File: src/rtl/wso_pkg.sv
// Shared encodings for the watchdog and safe-state override block.
// Assumes a 2-bit register address space and byte-wide control fields.
package wso_pkg;
    typedef enum logic [1:0] {
        SS_KEEP = 2'b00,
        SS_HIZ  = 2'b01,
        SS_LOW  = 2'b10,
        SS_HIGH = 2'b11
    } safe_st_e;

    localparam logic [1:0] ADDR_CTRL = 2'd0;
    localparam logic [1:0] ADDR_LEN  = 2'd1;
    localparam logic [1:0] ADDR_ANA  = 2'd2;
    localparam logic [1:0] ADDR_PIN  = 2'd3;

    localparam int CTL_EN    = 0;
    localparam int CTL_KICK  = 1;
    localparam int CTL_THERM = 2;
    localparam int CTL_CLR   = 3;
endpackage

File: src/rtl/wso_regs.sv
// Configuration registers: enables, length and per-channel safe states.
// Restart and clear are one-cycle pulses taken straight from the write.
// Assumes DW is at least max(CNT_W, 2*N_ANA, 2*N_PIN, 4).
module wso_regs import wso_pkg::*; #(
    parameter int CNT_W = 8,
    parameter int N_ANA = 4,
    parameter int N_PIN = 2,
    parameter int DW    = 8
) (
    input  logic                         clk,
    input  logic                         rst_n,
    input  logic                         wr,
    input  logic [1:0]                   addr,
    input  logic [DW-1:0]                wdata,
    output logic                         dog_en,
    output logic                         therm_en,
    output logic                         kick,
    output logic                         clr,
    output logic [CNT_W-1:0]             len,
    output logic [2*(N_ANA+N_PIN)-1:0]   st
);
    localparam int AW = 2 * N_ANA;
    localparam int PW = 2 * N_PIN;

    logic wr_ctrl;

    // Decode a control write; the pulses are suppressed during reset.
    always_comb begin
        wr_ctrl = rst_n && wr && (addr == ADDR_CTRL);
        kick    = wr_ctrl && wdata[CTL_KICK];
        clr     = wr_ctrl && wdata[CTL_CLR];
    end

    // Hold the stored configuration fields.
    always_ff @(posedge clk) begin
        if (!rst_n) begin
            dog_en   <= 1'b0;
            therm_en <= 1'b0;
            len      <= '1;
            st       <= '0;
        end else if (wr) begin
            case (addr)
                ADDR_CTRL: begin
                    dog_en   <= wdata[CTL_EN];
                    therm_en <= wdata[CTL_THERM];
                end
                ADDR_LEN: len           <= wdata[CNT_W-1:0];
                ADDR_ANA: st[AW-1:0]    <= wdata[AW-1:0];
                default:  st[AW+PW-1:AW] <= wdata[PW-1:0];
            endcase
        end
    end
endmodule

File: src/rtl/wso_dog.sv
// Countdown watchdog: steps on each enabled tick, reloads on restart or
// on expiry. Expiry is a tick at count zero with no restart that cycle.
module wso_dog #(
    parameter int CNT_W = 8
) (
    input  logic             clk,
    input  logic             rst_n,
    input  logic             en,
    input  logic             tick,
    input  logic             kick,
    input  logic [CNT_W-1:0] len,
    output logic [CNT_W-1:0] cnt,
    output logic             expire
);
    // Flag a timeout on the tick that finds the counter exhausted.
    always_comb expire = en && tick && !kick && (cnt == '0);

    // Advance, reload or hold the remaining count.
    always_ff @(posedge clk) begin
        if (!rst_n)
            cnt <= '1;
        else if (kick)
            cnt <= len;
        else if (en && tick)
            cnt <= (cnt == '0) ? len : cnt - 1'b1;
    end
endmodule

File: src/rtl/wso_chan.sv
// One overridden output channel. It latches the normal drive on safe-mode
// entry and maps the 2-bit safe-state code to enable and value.
module wso_chan import wso_pkg::*; (
    input  logic       clk,
    input  logic       rst_n,
    input  logic       safe,
    input  logic       enter,
    input  logic [1:0] st,
    input  logic       norm_oe,
    input  logic       norm_val,
    output logic       o_en,
    output logic       o_oe,
    output logic       o_val
);
    logic h_oe, h_val;

    // Capture the live drive at the moment safe mode begins.
    always_ff @(posedge clk) begin
        if (!rst_n) begin
            h_oe  <= 1'b0;
            h_val <= 1'b0;
        end else if (enter) begin
            h_oe  <= norm_oe;
            h_val <= norm_val;
        end
    end

    // Decode the safe state into the override drive.
    always_comb begin
        o_en  = safe;
        o_oe  = 1'b0;
        o_val = 1'b0;
        if (safe) begin
            case (safe_st_e'(st))
                SS_KEEP: begin o_oe = h_oe; o_val = h_val; end
                SS_HIZ:  begin o_oe = 1'b0; o_val = 1'b0;  end
                SS_LOW:  begin o_oe = 1'b1; o_val = 1'b0;  end
                default: begin o_oe = 1'b1; o_val = 1'b1;  end
            endcase
        end
    end
endmodule

File: src/rtl/wdog_safe_ovr.sv
// Top: watchdog plus thermal entry latch a safe mode that overrides four
// analog-channel controls (bits 0..N_ANA-1) and general pins (above).
// Assumes tick is a one-cycle pulse per 25 ms; synchronous active-low reset.
module wdog_safe_ovr import wso_pkg::*; #(
    parameter int CNT_W = 8,
    parameter int N_ANA = 4,
    parameter int N_PIN = 2,
    parameter int DW    = 8
) (
    input  logic                     clk,
    input  logic                     rst_n,
    input  logic                     tick,
    input  logic                     therm_evt,
    input  logic                     reg_wr,
    input  logic [1:0]               reg_addr,
    input  logic [DW-1:0]            reg_wdata,
    input  logic [N_ANA+N_PIN-1:0]   norm_oe,
    input  logic [N_ANA+N_PIN-1:0]   norm_val,
    output logic [N_ANA+N_PIN-1:0]   ovr_en,
    output logic [N_ANA+N_PIN-1:0]   ovr_oe,
    output logic [N_ANA+N_PIN-1:0]   ovr_val,
    output logic                     safe_mode,
    output logic [CNT_W-1:0]         wd_cnt
);
    localparam int N_CH = N_ANA + N_PIN;

    logic             dog_en, therm_en, kick, clr, expire, trig, enter;
    logic [CNT_W-1:0] len;
    logic [2*N_CH-1:0] ch_st;

    wso_regs #(.CNT_W(CNT_W), .N_ANA(N_ANA), .N_PIN(N_PIN), .DW(DW)) u_regs (
        .clk(clk), .rst_n(rst_n), .wr(reg_wr), .addr(reg_addr),
        .wdata(reg_wdata), .dog_en(dog_en), .therm_en(therm_en),
        .kick(kick), .clr(clr), .len(len), .st(ch_st)
    );

    wso_dog #(.CNT_W(CNT_W)) u_dog (
        .clk(clk), .rst_n(rst_n), .en(dog_en), .tick(tick), .kick(kick),
        .len(len), .cnt(wd_cnt), .expire(expire)
    );

    // Combine entry causes; capture only on the first entry.
    always_comb begin
        trig  = expire || (therm_evt && therm_en);
        enter = trig && !safe_mode;
    end

    // Sticky safe-mode flag; a new entry outranks a clear.
    always_ff @(posedge clk) begin
        if (!rst_n)
            safe_mode <= 1'b0;
        else if (trig)
            safe_mode <= 1'b1;
        else if (clr)
            safe_mode <= 1'b0;
    end

    for (genvar c = 0; c < N_CH; c++) begin : g_ch
        wso_chan u_ch (
            .clk(clk), .rst_n(rst_n), .safe(safe_mode), .enter(enter),
            .st(ch_st[2*c+1:2*c]), .norm_oe(norm_oe[c]), .norm_val(norm_val[c]),
            .o_en(ovr_en[c]), .o_oe(ovr_oe[c]), .o_val(ovr_val[c])
        );
    end
endmodule

File: config.mk
export PLATFORM = sky130hd
export DESIGN_NAME = wdog_safe_ovr
export DESIGN_NICKNAME = d
export VERILOG_FILES = /design/src/rtl/wso_pkg.sv /design/src/rtl/wso_regs.sv /design/src/rtl/wso_dog.sv /design/src/rtl/wso_chan.sv /design/src/rtl/wdog_safe_ovr.sv
export SDC_FILE = /design/constraint.sdc
export NUM_CORES = 1
export LEC_CHECK = 0
export BUFFER_PORTS_ARGS = -buffer_cell sky130_fd_sc_hd__buf_2
export CAP_MARGIN = 20
export CORE_UTILIZATION = 45
export CTS_CLUSTER_SIZE = 30
export DETAILED_ROUTE_END_ITERATION = 10
export PLACE_DENSITY = 0.68
export SLEW_MARGIN = 20
export SYNTH_ARGS = -nofsm -noshare
export SYNTH_HDL_FRONTEND = slang
export SYNTH_SLANG_ARGS = --single-unit
File: constraint.sdc
create_clock -name clk -period 1.4 [get_ports clk]
set_input_delay 0 -clock clk [delete_from_list [all_inputs] [get_ports clk]]
set_output_delay 0 -clock clk [all_outputs]
set_load 0.03 [all_outputs]
### Word-level counts from Yosys, hierarchy flattened

Cells that the tools add are included.

| storage, ports and cells | value |
|---|---|
| word-level logic and storage cells | 97 |
| flip-flop bits (word level) | 43 |
| input bits | 27 |
| output and inout port bits | 27 |

| operators by class | value |
|---|---|
| equal/unequal tests | 14 |
| add/subtract/negate cells | 1 |
| mux-type cells | 29 |
| reductions and logical operators | 33 |
| bitwise operators | 1 |

Operators with widths:

| kind | count |
|---|---|
| 8-bit two-way mux | 3 |
| 1-bit case mux with 2 select lines | 12 |
| 2-bit by 1-bit == test with 1-bit output (second input constant) | 7 |
| 2-bit == test (second input constant) | 7 |
| 2-bit logical NOT | 7 |
| 1-bit two-way mux | 14 |
| 2-bit OR reduction | 6 |
| 1-bit logical AND | 9 |
| 8-bit logical NOT | 1 |
| 2-bit AND reduction | 4 |
| 8-bit by 1-bit subtractor with 8-bit output (second input constant) | 1 |
| 2-bit nonzero test | 2 |
| 3-bit OR reduction | 1 |
| 1-bit logical NOT | 2 |
| 1-bit logical OR | 1 |
| 1-bit NOT | 1 |

### Longest topological paths before layout

Gate-level depths: netlist of run 1.

| depth | value |
|---|---|
| word-level depth | 8 |
| depth in mapped cells | 7 |
| mapped depth without buffers | 6 |

### Cells and area by module

From an unflattened synthesis of run 1, not the netlist that was laid out.

| second synthesis, totals | value |
|---|---|
| cell total of the unflattened synthesis | 279 |
| area, all modules | 2,493.6 um^2 |

Modules (own cells, without submodules):

| module | sequential area each (um^2) | area each (um^2) | times used | cells each |
|---|---|---|---|---|
| wso_regs | 440.4 | 939.7 | 1 | 97 |
| wso_chan | 40.0 | 151.4 | 6 | 17 |
| wso_dog | 160.2 | 603.1 | 1 | 75 |
| wdog_safe_ovr | 20.0 | 42.5 | 1 | 5 |

### Worst setup path before layout of run 1

OpenSTA, ideal clock, no wires.

| timing path | value |
|---|---|
| path kind | reg2reg |
| from | register u_dog.cnt[0] |
| to | register g_ch[0].u_ch.h_oe |
| cell stages (with the launch flop) | 8 |
| buffers on the path | 1 |
| path slack | -0.390 ns |
| arrival | 1.671 ns |
| required time | 1.281 ns |
| cells stage by stage | dfxtp_1 -> inv_1 -> ha_1 -> and3_4 -> a32oi_2 -> nor2_4 -> buf_8 -> mux2i_1 |

| between the ends | value |
|---|---|
| longest elaborated chain between the ends | 4 |

RTL lines:

| element | line | RTL |
|---|---|---|
| start, declared | wso_dog.sv:12 | `output logic [CNT_W-1:0] cnt,` |
| start signal, assigned | wso_dog.sv:23 | `cnt <= len;` |
| start signal, assigned | wso_dog.sv:25 | `cnt <= (cnt == '0) ? len : cnt - 1'b1;` |
| 8-bit logical NOT | wso_dog.sv:16 | `always_comb expire = en && tick && !kick && (cnt == '0);` |
| 1-bit logical AND | wso_dog.sv:16 |  |
| 1-bit logical OR | wdog_safe_ovr.sv:44 | `trig = expire \|\| (therm_evt && therm_en);` |
| 1-bit logical AND | wdog_safe_ovr.sv:45 | `enter = trig && !safe_mode;` |
| end signal, assigned | wso_chan.sv:23 | `h_oe <= norm_oe;` |
| end, declared | wso_chan.sv:15 | `logic h_oe, h_val;` |

Every way passes these cells.
A chain may end at the register's enable or synchronous reset.

### Worst setup path after layout of run 1

| timing path | value |
|---|---|
| from | register u_dog.cnt[7] |
| to | register u_dog.cnt[5] |

| between the ends | value |
|---|---|
| longest elaborated chain between the ends | 4 |

RTL lines:

| element | line | RTL |
|---|---|---|
| 8-bit logical NOT | wso_dog.sv:25 |  |
| 8-bit two-way mux | wso_dog.sv:25 |  |
| 8-bit two-way mux | wso_dog.sv:24 | `else if (en && tick)` |
| 8-bit two-way mux | wso_dog.sv:22 | `else if (kick)` |

Every way passes these cells. The select of a mux whose other input is x is not followed.

==> results.tsv, run 1 <==
metric	value	unit
status	finished with violations	
failing checks	negative setup slack	
ANT cells	0	
Critical Path Fanout Max	5	
Synthesized Nets	339	
CTS H-Tree Depth	2	
Initial Utilization	47.3	%
gr ovfl total	0	
die width	75.8	um
Tot GR Track Use	22.8	%
Syn. warnings	0	
Final WS setup	-0.246	ns
CTS buffer count	5	
post-synthesis sequential area ratio	35.2	%
Mapped Area	2450	um2
critical path's slowest cell	dfxtp_4	
Wirelength per Cell	14.0	um
Crit path required time	1.61	ns
pre-CTS WS	-0.213	ns
Max clock buf depth	2	
CP peak stage delay	0.36	ns
DIE HEIGHT	75.8	um
vias in the first global route	2185	
clk_skew	0.00831	ns
die area	5740	um2
fin. max-slew vios	0	
Post-synth EDFFs	0	
ys flop type	dfxtp_1	
max-cap violations	0	
share of Yosys cell area claimed by the top area cell type	35.2	%
largest net degree at the start of global routing	25	
adder-cell share of the synthesized area	7.15	%
first-pass GRT wire length	9750	um
pwr/cell area	769	nW/um2
Placer Congestion	0.881	
Layout area overhead	40.4	%
drt total wl	6360	um
RSZ-0062 raised after global routing	true	
Layout Nets	426	
Synth Area in Compound Gates	11.4	%
Rows	26	
Critical Path Most Common Cell	buf_4	
vias per inst	5.17	
IO Pins	54	
maximum clock frequency	0.608	GHz
mux cell area share after synthesis	11.0	%
Syn Area/Cell	8.22	um2
Synth Area in Simple Gates	24.8	%
Synth Area in XOR/XNOR	0	%
IR drop worst, VDD	0.523	mV
final worst path period share	118	%
Fin. Hold Viols	0	
DP HPWL	4210	um
Critical Path Sink Type	register	
max_slew headroom	64.2	%
Root Driver	clkbuf_8	
Core Box Area	5170	um2
fin crit period	1.65	ns
initial antenna violation count	0	
register bit total from synthesis	43	
top cells by area, synth	dfxtp_1 35%, mux2i_1 11%, nand2_1 8.7%, ha_1 7.2%, buf_4 5.5%	
Hold Path Class	input port to register	
Leak	1.53	nW
Via Count	2356	
Iter 0 DRT Violations	161	
CTS clock-pin slew for the worst setup and hold paths	0.09	ns
Post-DRT Antenna Nets	0	
Yosys cell types	37	
Pre-antenna DRT Iters	4	
synthesized instance count	298	
DRC Markers	0	
Sink Count	43	
CP cell instances	nor4_4 > and3_4 > nor2_1 > buf_4 > buf_4 > mux2i_1 > a32oi_1	
worst hold slack	0.0521	ns
port bufs	53	
Crit Path Class	register to register	
largest family of logic cells by synthesized area	simple AND/OR/NAND/NOR gates	
actual slew at the worst max-slew pin	0.536	ns
Synth async-reset ratio	0	%
Buf+Inv Stages, Crit Path	2	
CTS tree	built	
arrival time worst endpoint	1.85	ns
CP delay by family, top	simple AND/OR/NAND/NOR gates	
# setup viols final	19	
clk_lat worst skew	0.30	ns
Yosys top cell by area	dfxtp_1	
layout cells sized above 1	38.6	%
Fillers	421	
CP Launch Type	register	
==> cell families after synthesis <==
kind of cell / Yosys count
and+or+nand+nor: 125
AOI/OAI and AO/OA: 43
buffers and inverters: 46
muxes: 27
adders and majority gates: 14
DFF: 43
==> final cells by class <==
type	count	area [um2]	area share [%]
Clock inverter	3	43.8	1.27
Tap cell	70	87.6	2.55
Clock buffer	5	68.8	2.00
Timing Repair Buffer	111	828	24.1
Multi-Input combinational cell	209	1460	42.5
Sequential cell	43	891	25.9
Inverter	15	56.3	1.64
==> timing repair <==
action / 4_1_cts / 5_1_grt
pin swaps: 13 / 18
endpoints found under the setup margin: 32 / 32
gates resized for setup: 36 / 38
hold buffers: 19 / 0
hold endpoints to repair: 25 / 0
buffers inserted: 2 / 5
==> registers in the layout (all words and copies together) (netlist names) <==
register / flops
g_ch.u_ch.h_oe: 6
g_ch.u_ch.h_val: 6
safe_mode: 1
u_dog.cnt: 8
u_regs.dog_en: 1
u_regs.len: 8
u_regs.st: 12
u_regs.therm_en: 1
==> cells in the final DEF (no fill, tap or decap), drive strengths merged, types with 2 or more instances in the layout <==
cell / instances
nand3b: 2
and3: 3
a21oi: 4
a211oi: 2
inv: 15
dfxtp: 43
o211ai: 4
nand2: 57
dlygate4sd3: 19
a32oi: 5
a31o: 2
and2: 14
mux2i: 27
nand3: 17
o21ai: 22
clkbuf: 5
clkinv: 2
ha: 14
buf: 92
nor4: 2
nor2: 24
==> cells in the mapped netlist (2+ instances only) <==
cell type,number
a21oi_1,4
and3_1,2
buf_4,18
o211ai_1,4
inv_1,15
o21ai_0,22
nand2_1,57
a32oi_1,4
mux2i_1,27
clkbuf_1,10
nand3b_1,2
a211oi_1,2
ha_1,14
nor2_1,23
dfxtp_1,43
buf_2,2
nand3_1,16
and2_1,14
==> worst reg2reg max path: cells and delay by family, from the launching register on <==
| kind | cells | cell delay (ns) |
|---|---|---|
| compound gates | 1 | 0.19 |
| simple gates | 3 | 0.61 |
| buf+inv | 2 | 0.29 |
| flops | 1 | 0.36 |
| mux | 1 | 0.12 |
==> layer usage <==
metal  wire length, um  track usage, %  up-vias
met5                 0               0        -
met4               133            7.82        0
met3               430            4.23       12
met2              3080            38.0       79
met1              2720            29.6     1097
li1                  -               -     1168
==> worst paths after layout <==
check	from	end	slack, ns	depth (start not counted)
max	u_dog.cnt[7]	u_dog.cnt[5]	-0.25	7
min	therm_evt	safe_mode	0.05	3
max reg2reg	u_dog.cnt[7]	u_dog.cnt[5]	-0.25	7
min reg2reg	g_ch[0].u_ch.h_oe	g_ch[0].u_ch.h_oe	0.46	2
==> where the power goes <==
| group | switching, W | internal, W | total, W |
|---|---|---|---|
| logic | 0.000194 | 0.000187 | 0.000382 |
| registers | 0.0000278 | 0.00126 | 0.00128 |
| clock network | 0.000447 | 0.000532 | 0.000979 |
==> per-stage QoR <==
stage	std cells	util [%]	instance area, um2	total power, W	TNS (ns)
2_1_floorplan	298	-	2470	0.00149	-2.72
3_3_place_gp	422	55.7	2880	0.00160	-2.77
3_5_place_dp	422	55.7	2880	0.00161	-2.97
4_1_cts	451	64.0	3310	0.00263	-2.69
5_1_grt	456	66.5	3440	0.00277	-5.00
6_report	456	66.5	3440	0.00265	-3.44
Note: power is estimated with default switching activity, not from simulation.
==> run 2: changes to the inputs <==
--- a/config.mk
+++ b/config.mk
@@ -7,10 +7,13 @@
 export LEC_CHECK = 0
 export BUFFER_PORTS_ARGS = -buffer_cell sky130_fd_sc_hd__buf_2
 export CAP_MARGIN = 20
-export CORE_UTILIZATION = 45
+export CELL_PAD_IN_SITES_DETAIL_PLACEMENT = 0
+export CELL_PAD_IN_SITES_GLOBAL_PLACEMENT = 1
+export CORE_UTILIZATION = 36
 export CTS_CLUSTER_SIZE = 30
 export DETAILED_ROUTE_END_ITERATION = 10
-export PLACE_DENSITY = 0.68
+export MAX_ROUTING_LAYER = met4
+export PLACE_DENSITY = 0.73
 export SLEW_MARGIN = 20
 export SYNTH_ARGS = -nofsm -noshare
 export SYNTH_HDL_FRONTEND = slang
==> run 2 against run 1 <==
Compared with the run above:
- the run ends with design-rule violations, negative setup slack left
- core utilization shrank 14 points
- sequential share of layout area grew 0.32 points
- clock power shrank 20%
- final cell count shrank 0.22%
- critical path type unchanged
- critical endpoint is now u_dog.cnt[7]
- largest cell class unchanged
- largest power group unchanged
- highest routed layer unchanged
==> results.tsv, run 2 (synthesized netlist as in run 1, its figures left out) <==
metric	value	unit	change
port bufs	53		unchanged
vias in the first global route	2137		-2.2%
ANT cells	0		unchanged
Iter 0 DRT Violations	106		-34%
largest registers	u_regs.st: 12 flops, u_dog.cnt: 8 flops, u_regs.len: 8 flops		
Critical Path Sink Type	register		
actual slew at the worst max-slew pin	0.419	ns	-0.117 ns
fin. max-slew vios	0		unchanged
most common cell after layout, fill and taps aside	nand2_1		
arrival time worst endpoint	1.80	ns	-0.05 ns
max-cap violations	0		unchanged
Largest register FFs	12		unchanged
Critical Path Fanout Max	4		-1
maximum clock frequency	0.616	GHz	+1.4%
pwr/cell area	714	nW/um2	-7.1%
reg2reg end	u_dog.cnt[7]		
reg2reg path depth	5		-2
Core Box Area	6460	um2	+25%
Placer Congestion	0.852		-3.3%
Max clock buf depth	2		unchanged
Root Driver	clkbuf_8		
gr ovfl total	0		unchanged
CTS tree	built		
CP Launch Type	register		
final worst path period share	116	%	-1.6 points
Hold Path Class	input port to register		
fin util	52.7	%	-14 points
clk_skew	0.00778	ns	-0.000528 ns
largest net degree at the start of global routing	32		+28%
CP endpoint	u_dog.cnt[7]		
Worst setup startpoint	u_dog.cnt[1]		
die width	84.5	um	+11%
Fin. Hold Viols	0		unchanged
drt total wl	6060	um	-4.7%
vias per inst	4.92		-4.8%
# setup viols final	20		+1
CTS H-Tree Depth	2		unchanged
CTS buffer count	5		unchanged
Reg with most FFs	u_regs.st		
CTS clock-pin slew for the worst setup and hold paths	0.08	ns	about the same
RR Startpoint	u_dog.cnt[1]		
max_slew headroom	72.0	%	+7.8 points
Fillers	624		+48%
Leak	1.48	nW	-3.2%
Tot GR Track Use	17.8	%	-5.0 points
r2r setup slk	-0.22	ns	+0.02 ns
IO Pins	54		unchanged
DIE HEIGHT	84.5	um	+11%
status	finished with violations		
Crit Path Class	register to register		
Sink Count	43		unchanged
Crit path required time	1.58	ns	-0.03 ns
Wirelength per Cell	13.3	um	-4.5%
Final WS setup	-0.224	ns	+0.0220 ns
Fin Setup TNS	-2.31	ns	+1.13 ns
Layout area overhead	39.1	%	
Initial Utilization	37.9	%	-9.4 points
Via Count	2239		-5.0%
RSZ-0062 raised after global routing	true		
Pre-antenna DRT Iters	10		+6
failing checks	design-rule violations, negative setup slack		
most frequent cells in the layout	56 x nand2_1, 41 x buf_2, 28 x buf_4		
layout cells sized above 1	39.4	%	+0.82 points
Post-DRT Antenna Nets	0		unchanged
Layout Nets	418		-1.9%
initial antenna violation count	0		unchanged
Rows	29		+12%
IR drop worst, VDD	0.384	mV	-27%
clk_lat worst skew	0.30	ns	about the same
DRC Markers	7		+7
first-pass GRT wire length	9830	um	+0.78%
fin crit period	1.62	ns	-0.0220 ns
DP HPWL	4160	um	-1.3%
die area	7140	um2	+24%
run 2: cell types whose count changed in the layout (fill, tap and decap cells not counted), moves of 3 or more:
| cell | change |
|---|---|
| buf_4 | -12 |
| inv_1 | -4 |
| inv_2 | +4 |
| dlygate4sd3_1 | +3 |
| o21ai_0 | -3 |
| o21ai_1 | +3 |
run 2: what timing repair did:
action | CTS | global route
resized for setup | 43 | 47
hold buffers | 22 | 0
setup endpoints to repair | 32 | 32
pin swaps | 8 | 24
buffers inserted | 4 | 5
cloned | 1 | 0
endpoints found under the hold margin | 25 | 0
run 2: worst min path at each step:
stage                                to          from  cells past startpoint
final                     u_regs.len[1]  reg_wdata[1]                      3
after global routing      u_regs.len[1]  reg_wdata[1]                      3
after CTS                 u_regs.len[1]  reg_wdata[1]                      3
after detailed placement  u_regs.len[5]  reg_wdata[5]                      3
after global placement    u_regs.len[5]  reg_wdata[5]                      3
after floorplan           u_regs.len[0]  reg_wdata[0]                      2
run 2: area by class of cell:
class | instances | area [um2] | share of cell area, %
Tap cell | 77 | 96.3 | 2.83
Clock inverter | 3 | 15.0 | 0.441
Sequential cell | 43 | 893 | 26.2
Timing Repair Buffer | 103 | 767 | 22.5
Multi-Input combinational cell | 209 | 1510 | 44.3
Clock buffer | 5 | 68.8 | 2.02
Inverter | 15 | 56.3 | 1.65
run 2: per-stage QoR:
stage                     power (W)  hold slack (ns)  worst slack [ns]  instance area (um2)  std cells
after global routing        0.00255           0.0430            -0.292                 3410        455
after detailed placement    0.00160            0.233            -0.220                 2810        418
after global placement      0.00160            0.239            -0.178                 2810        418
final                       0.00243           0.0316            -0.224                 3410        455
after CTS                   0.00244           0.0240            -0.173                 3290        452
after floorplan             0.00149            0.124            -0.194                 2470        298
run 2: per-layer routing:
layer | global-route usage (%) | vias up | wire length (um)
met3 | 3.54 | 2 | 242
li1 | - | 1151 | -
met2 | 28.8 | 47 | 2900
met1 | 23.0 | 1039 | 2890
met5 | - | - | 0
met4 | 4.16 | 0 | 29
run 2: critical path: stages, from the launching register on:
cell	delay, ns
dfxtp_4	0.36
or4_4	0.56
o41ai_2	0.24
nand3_1	0.13
o211ai_1	0.12
nand3_1	0.09
run 2: report_power, final:
| part | total, W | internal (W) | switching, W |
|---|---|---|---|
| clock | 0.000779 | 0.000342 | 0.000437 |
| sequential | 0.00129 | 0.00126 | 0.0000303 |
| combinational | 0.000367 | 0.000180 | 0.000187 |
==> run 3: changes to the inputs <==
--- a/config.mk
+++ b/config.mk
@@ -9,11 +9,11 @@
 export CAP_MARGIN = 20
 export CELL_PAD_IN_SITES_DETAIL_PLACEMENT = 0
 export CELL_PAD_IN_SITES_GLOBAL_PLACEMENT = 1
-export CORE_UTILIZATION = 36
+export CORE_UTILIZATION = 30
 export CTS_CLUSTER_SIZE = 30
 export DETAILED_ROUTE_END_ITERATION = 10
 export MAX_ROUTING_LAYER = met4
-export PLACE_DENSITY = 0.73
+export PLACE_DENSITY = 0.62
 export SLEW_MARGIN = 20
 export SYNTH_ARGS = -nofsm -noshare
 export SYNTH_HDL_FRONTEND = slang
==> run 3 against run 2 <==
Compared with the run above:
- the flow finishes with violations (negative setup slack)
- routed wire length grew 2.5%
- die area rose by 20%
- sequential share of layout area down 0.84 points
- critical path type unchanged
- design area up 2.9%
- largest cell class unchanged
- register-to-register slack improved by 0.05 ns
- clock skew increased by 0.00088 ns
- first-iteration DRC count shrank 5.7%
- combinational power rose by 3%
==> results.tsv, run 3 (synthesized netlist as in run 1, its figures left out) <==
metric	value	unit	change
max_slew headroom	74.7	%	+2.7 points
layout cells sized above 1	38.7	%	-0.72 points
die width	92.3	um	+9.3%
gr ovfl total	0		unchanged
pwr/cell area	718	nW/um2	+0.51%
CTS buffer count	5		unchanged
Iter 0 DRT Violations	100		-5.7%
IR drop worst, VDD	0.327	mV	-15%
Largest register FFs	12		unchanged
CP cell instances	nor4_4 > and3_4 > buf_4 > nor2_4 > buf_4 > o211ai_1 > nand3_1		
largest registers	u_regs.st: 12 flops, u_dog.cnt: 8 flops, u_regs.len: 8 flops		
Post-DRT Antenna Nets	0		unchanged
initial antenna violation count	0		unchanged
CTS H-Tree Depth	2		unchanged
Critical Path Fanout Max	7		+3
RSZ-0062 raised after global routing	true		
worst hold slack	0.00180	ns	-0.0298 ns
vias per inst	4.65		-5.6%
Wirelength per Cell	12.8	um	-4.2%
max-cap violations	0		unchanged
clk_skew	0.00866	ns	+0.000879 ns
Leak	1.52	nW	+2.9%
Crit Path Class	register to register		
Cells after DPL	454		+8.6%
CTS clock-pin slew for the worst setup and hold paths	0.09	ns	about the same
Final WS setup	-0.170	ns	+0.0538 ns
Buf+Inv Stages, Crit Path	2		+2
Max clock buf depth	2		unchanged
Placer Congestion	0.874		+2.6%
Rows	32		+10%
Initial Utilization	31.4	%	-6.5 points
most frequent cells in the layout	56 x nand2_1, 41 x buf_2, 38 x buf_4		
ANT cells	0		unchanged
CTS tree	built		
IO Pins	54		unchanged
Critical Path Sink Type	register		
critical path's slowest cell	dfxtp_4		
Reg with most FFs	u_regs.st		
fin util	44.9	%	-7.9 points
drt total wl	6210	um	+2.5%
most common cell after layout, fill and taps aside	nand2_1		
failing checks	negative setup slack		
Layout Cells excl Fill	487		+7.0%
die area	8530	um2	+20%
DIE HEIGHT	92.3	um	+9.3%
Root Driver	clkbuf_8		
CP delay by family, top	simple AND/OR/NAND/NOR gates		
DP HPWL	4500	um	+8.1%
DRC Markers	0		-7
vias in the first global route	2035		-4.8%
fin. max-slew vios	0		unchanged
Layout Nets	425		+1.7%
Pre-antenna DRT Iters	4		-6
actual slew at the worst max-slew pin	0.376	ns	-0.0434 ns
CP Launch Type	register		
Via Count	2263		+1.1%
Layout area overhead	43.1	%	
Core Box Area	7810	um2	+21%
Crit path required time	1.59	ns	about the same
Hold Path Class	input port to register		
fin crit period	1.57	ns	-0.0538 ns
CP peak stage delay	0.36	ns	-0.20 ns
largest net degree at the start of global routing	25		-22%
port bufs	53		unchanged
clk_lat worst skew	0.30	ns	about the same
final worst path period share	112	%	-3.8 points
Fin. Hold Viols	0		unchanged
Tot GR Track Use	14.9	%	-2.9 points
maximum clock frequency	0.637	GHz	+3.4%
arrival time worst endpoint	1.76	ns	-0.04 ns
Sink Count	43		unchanged
first-pass GRT wire length	9780	um	-0.42%
Critical Path Most Common Cell	buf_4		
status	finished with violations		
pre-CTS WS	-0.158	ns	+0.0625 ns
# setup viols final	20		unchanged
run 3: power by group:
group	switching [W]	leakage [nW]	total [W]	internal [W]
sequential	0.0000290	0.351	0.00129	0.00126
clock	0.000450	0.0474	0.000853	0.000403
combinational	0.000191	1.13	0.000377	0.000186
total	0.000670	1.52	0.00252	0.00185
run 3: per-layer routing:
| layer | part of all wire [%] | up-vias | GRT usage, % |
|---|---|---|---|
| li1 | - | 1165 | - |
| met1 | 49 | 1042 | 19.5 |
| met2 | 47 | 52 | 23.5 |
| met3 | 3.4 | 4 | 2.46 |
| met4 | 1.1 | 0 | 4.82 |
| met5 | 0 | - | - |
run 3: tightest hold or removal path, delay by kind of cell:
| family | cells | cell delay (ns) |
|---|---|---|
| buffers and inverters | 1 | 0.14 |
| and+or+nand+nor | 2 | 0.13 |
run 3: through the flow:
stage / TNS (ns) / power (W) / area (um2)
final: -2.65 / 0.00252 / 3500
after global routing: -4.10 / 0.00264 / 3500
after CTS: -2.44 / 0.00253 / 3340
after detailed placement: -2.77 / 0.00162 / 2920
after global placement: -2.68 / 0.00161 / 2920
after floorplan: -2.72 / 0.00149 / 2470
run 3: final timing paths:
kind	from	to	slack, ns	cells past startpoint
worst min-delay path	reg_wdata[0]	u_regs.len[0]	0.002	3
worst max-delay path	u_dog.cnt[7]	u_dog.cnt[7]	-0.17	7
worst max register to register	u_dog.cnt[7]	u_dog.cnt[7]	-0.17	7
worst min register to register	g_ch[0].u_ch.h_oe	g_ch[0].u_ch.h_oe	0.46	2
run 3: cell type report:
cell class	count	area, um2
clock buffer	6	82.6
tap	102	128
fill	791	4300
multi-input combinational	209	1500
sequential	43	890
inverter	15	58.8
timing repair buffer	110	825
clock inverter	2	16.3
run 3: repair_timing:
action                                  CTS  global route
gates resized for setup                  45            34
hold buffers                             19             0
endpoints found under the setup margin   32            32
cloned                                    0             0
endpoints found under the hold margin    28             0
pin swaps                                13            27
buffers inserted                          2             7
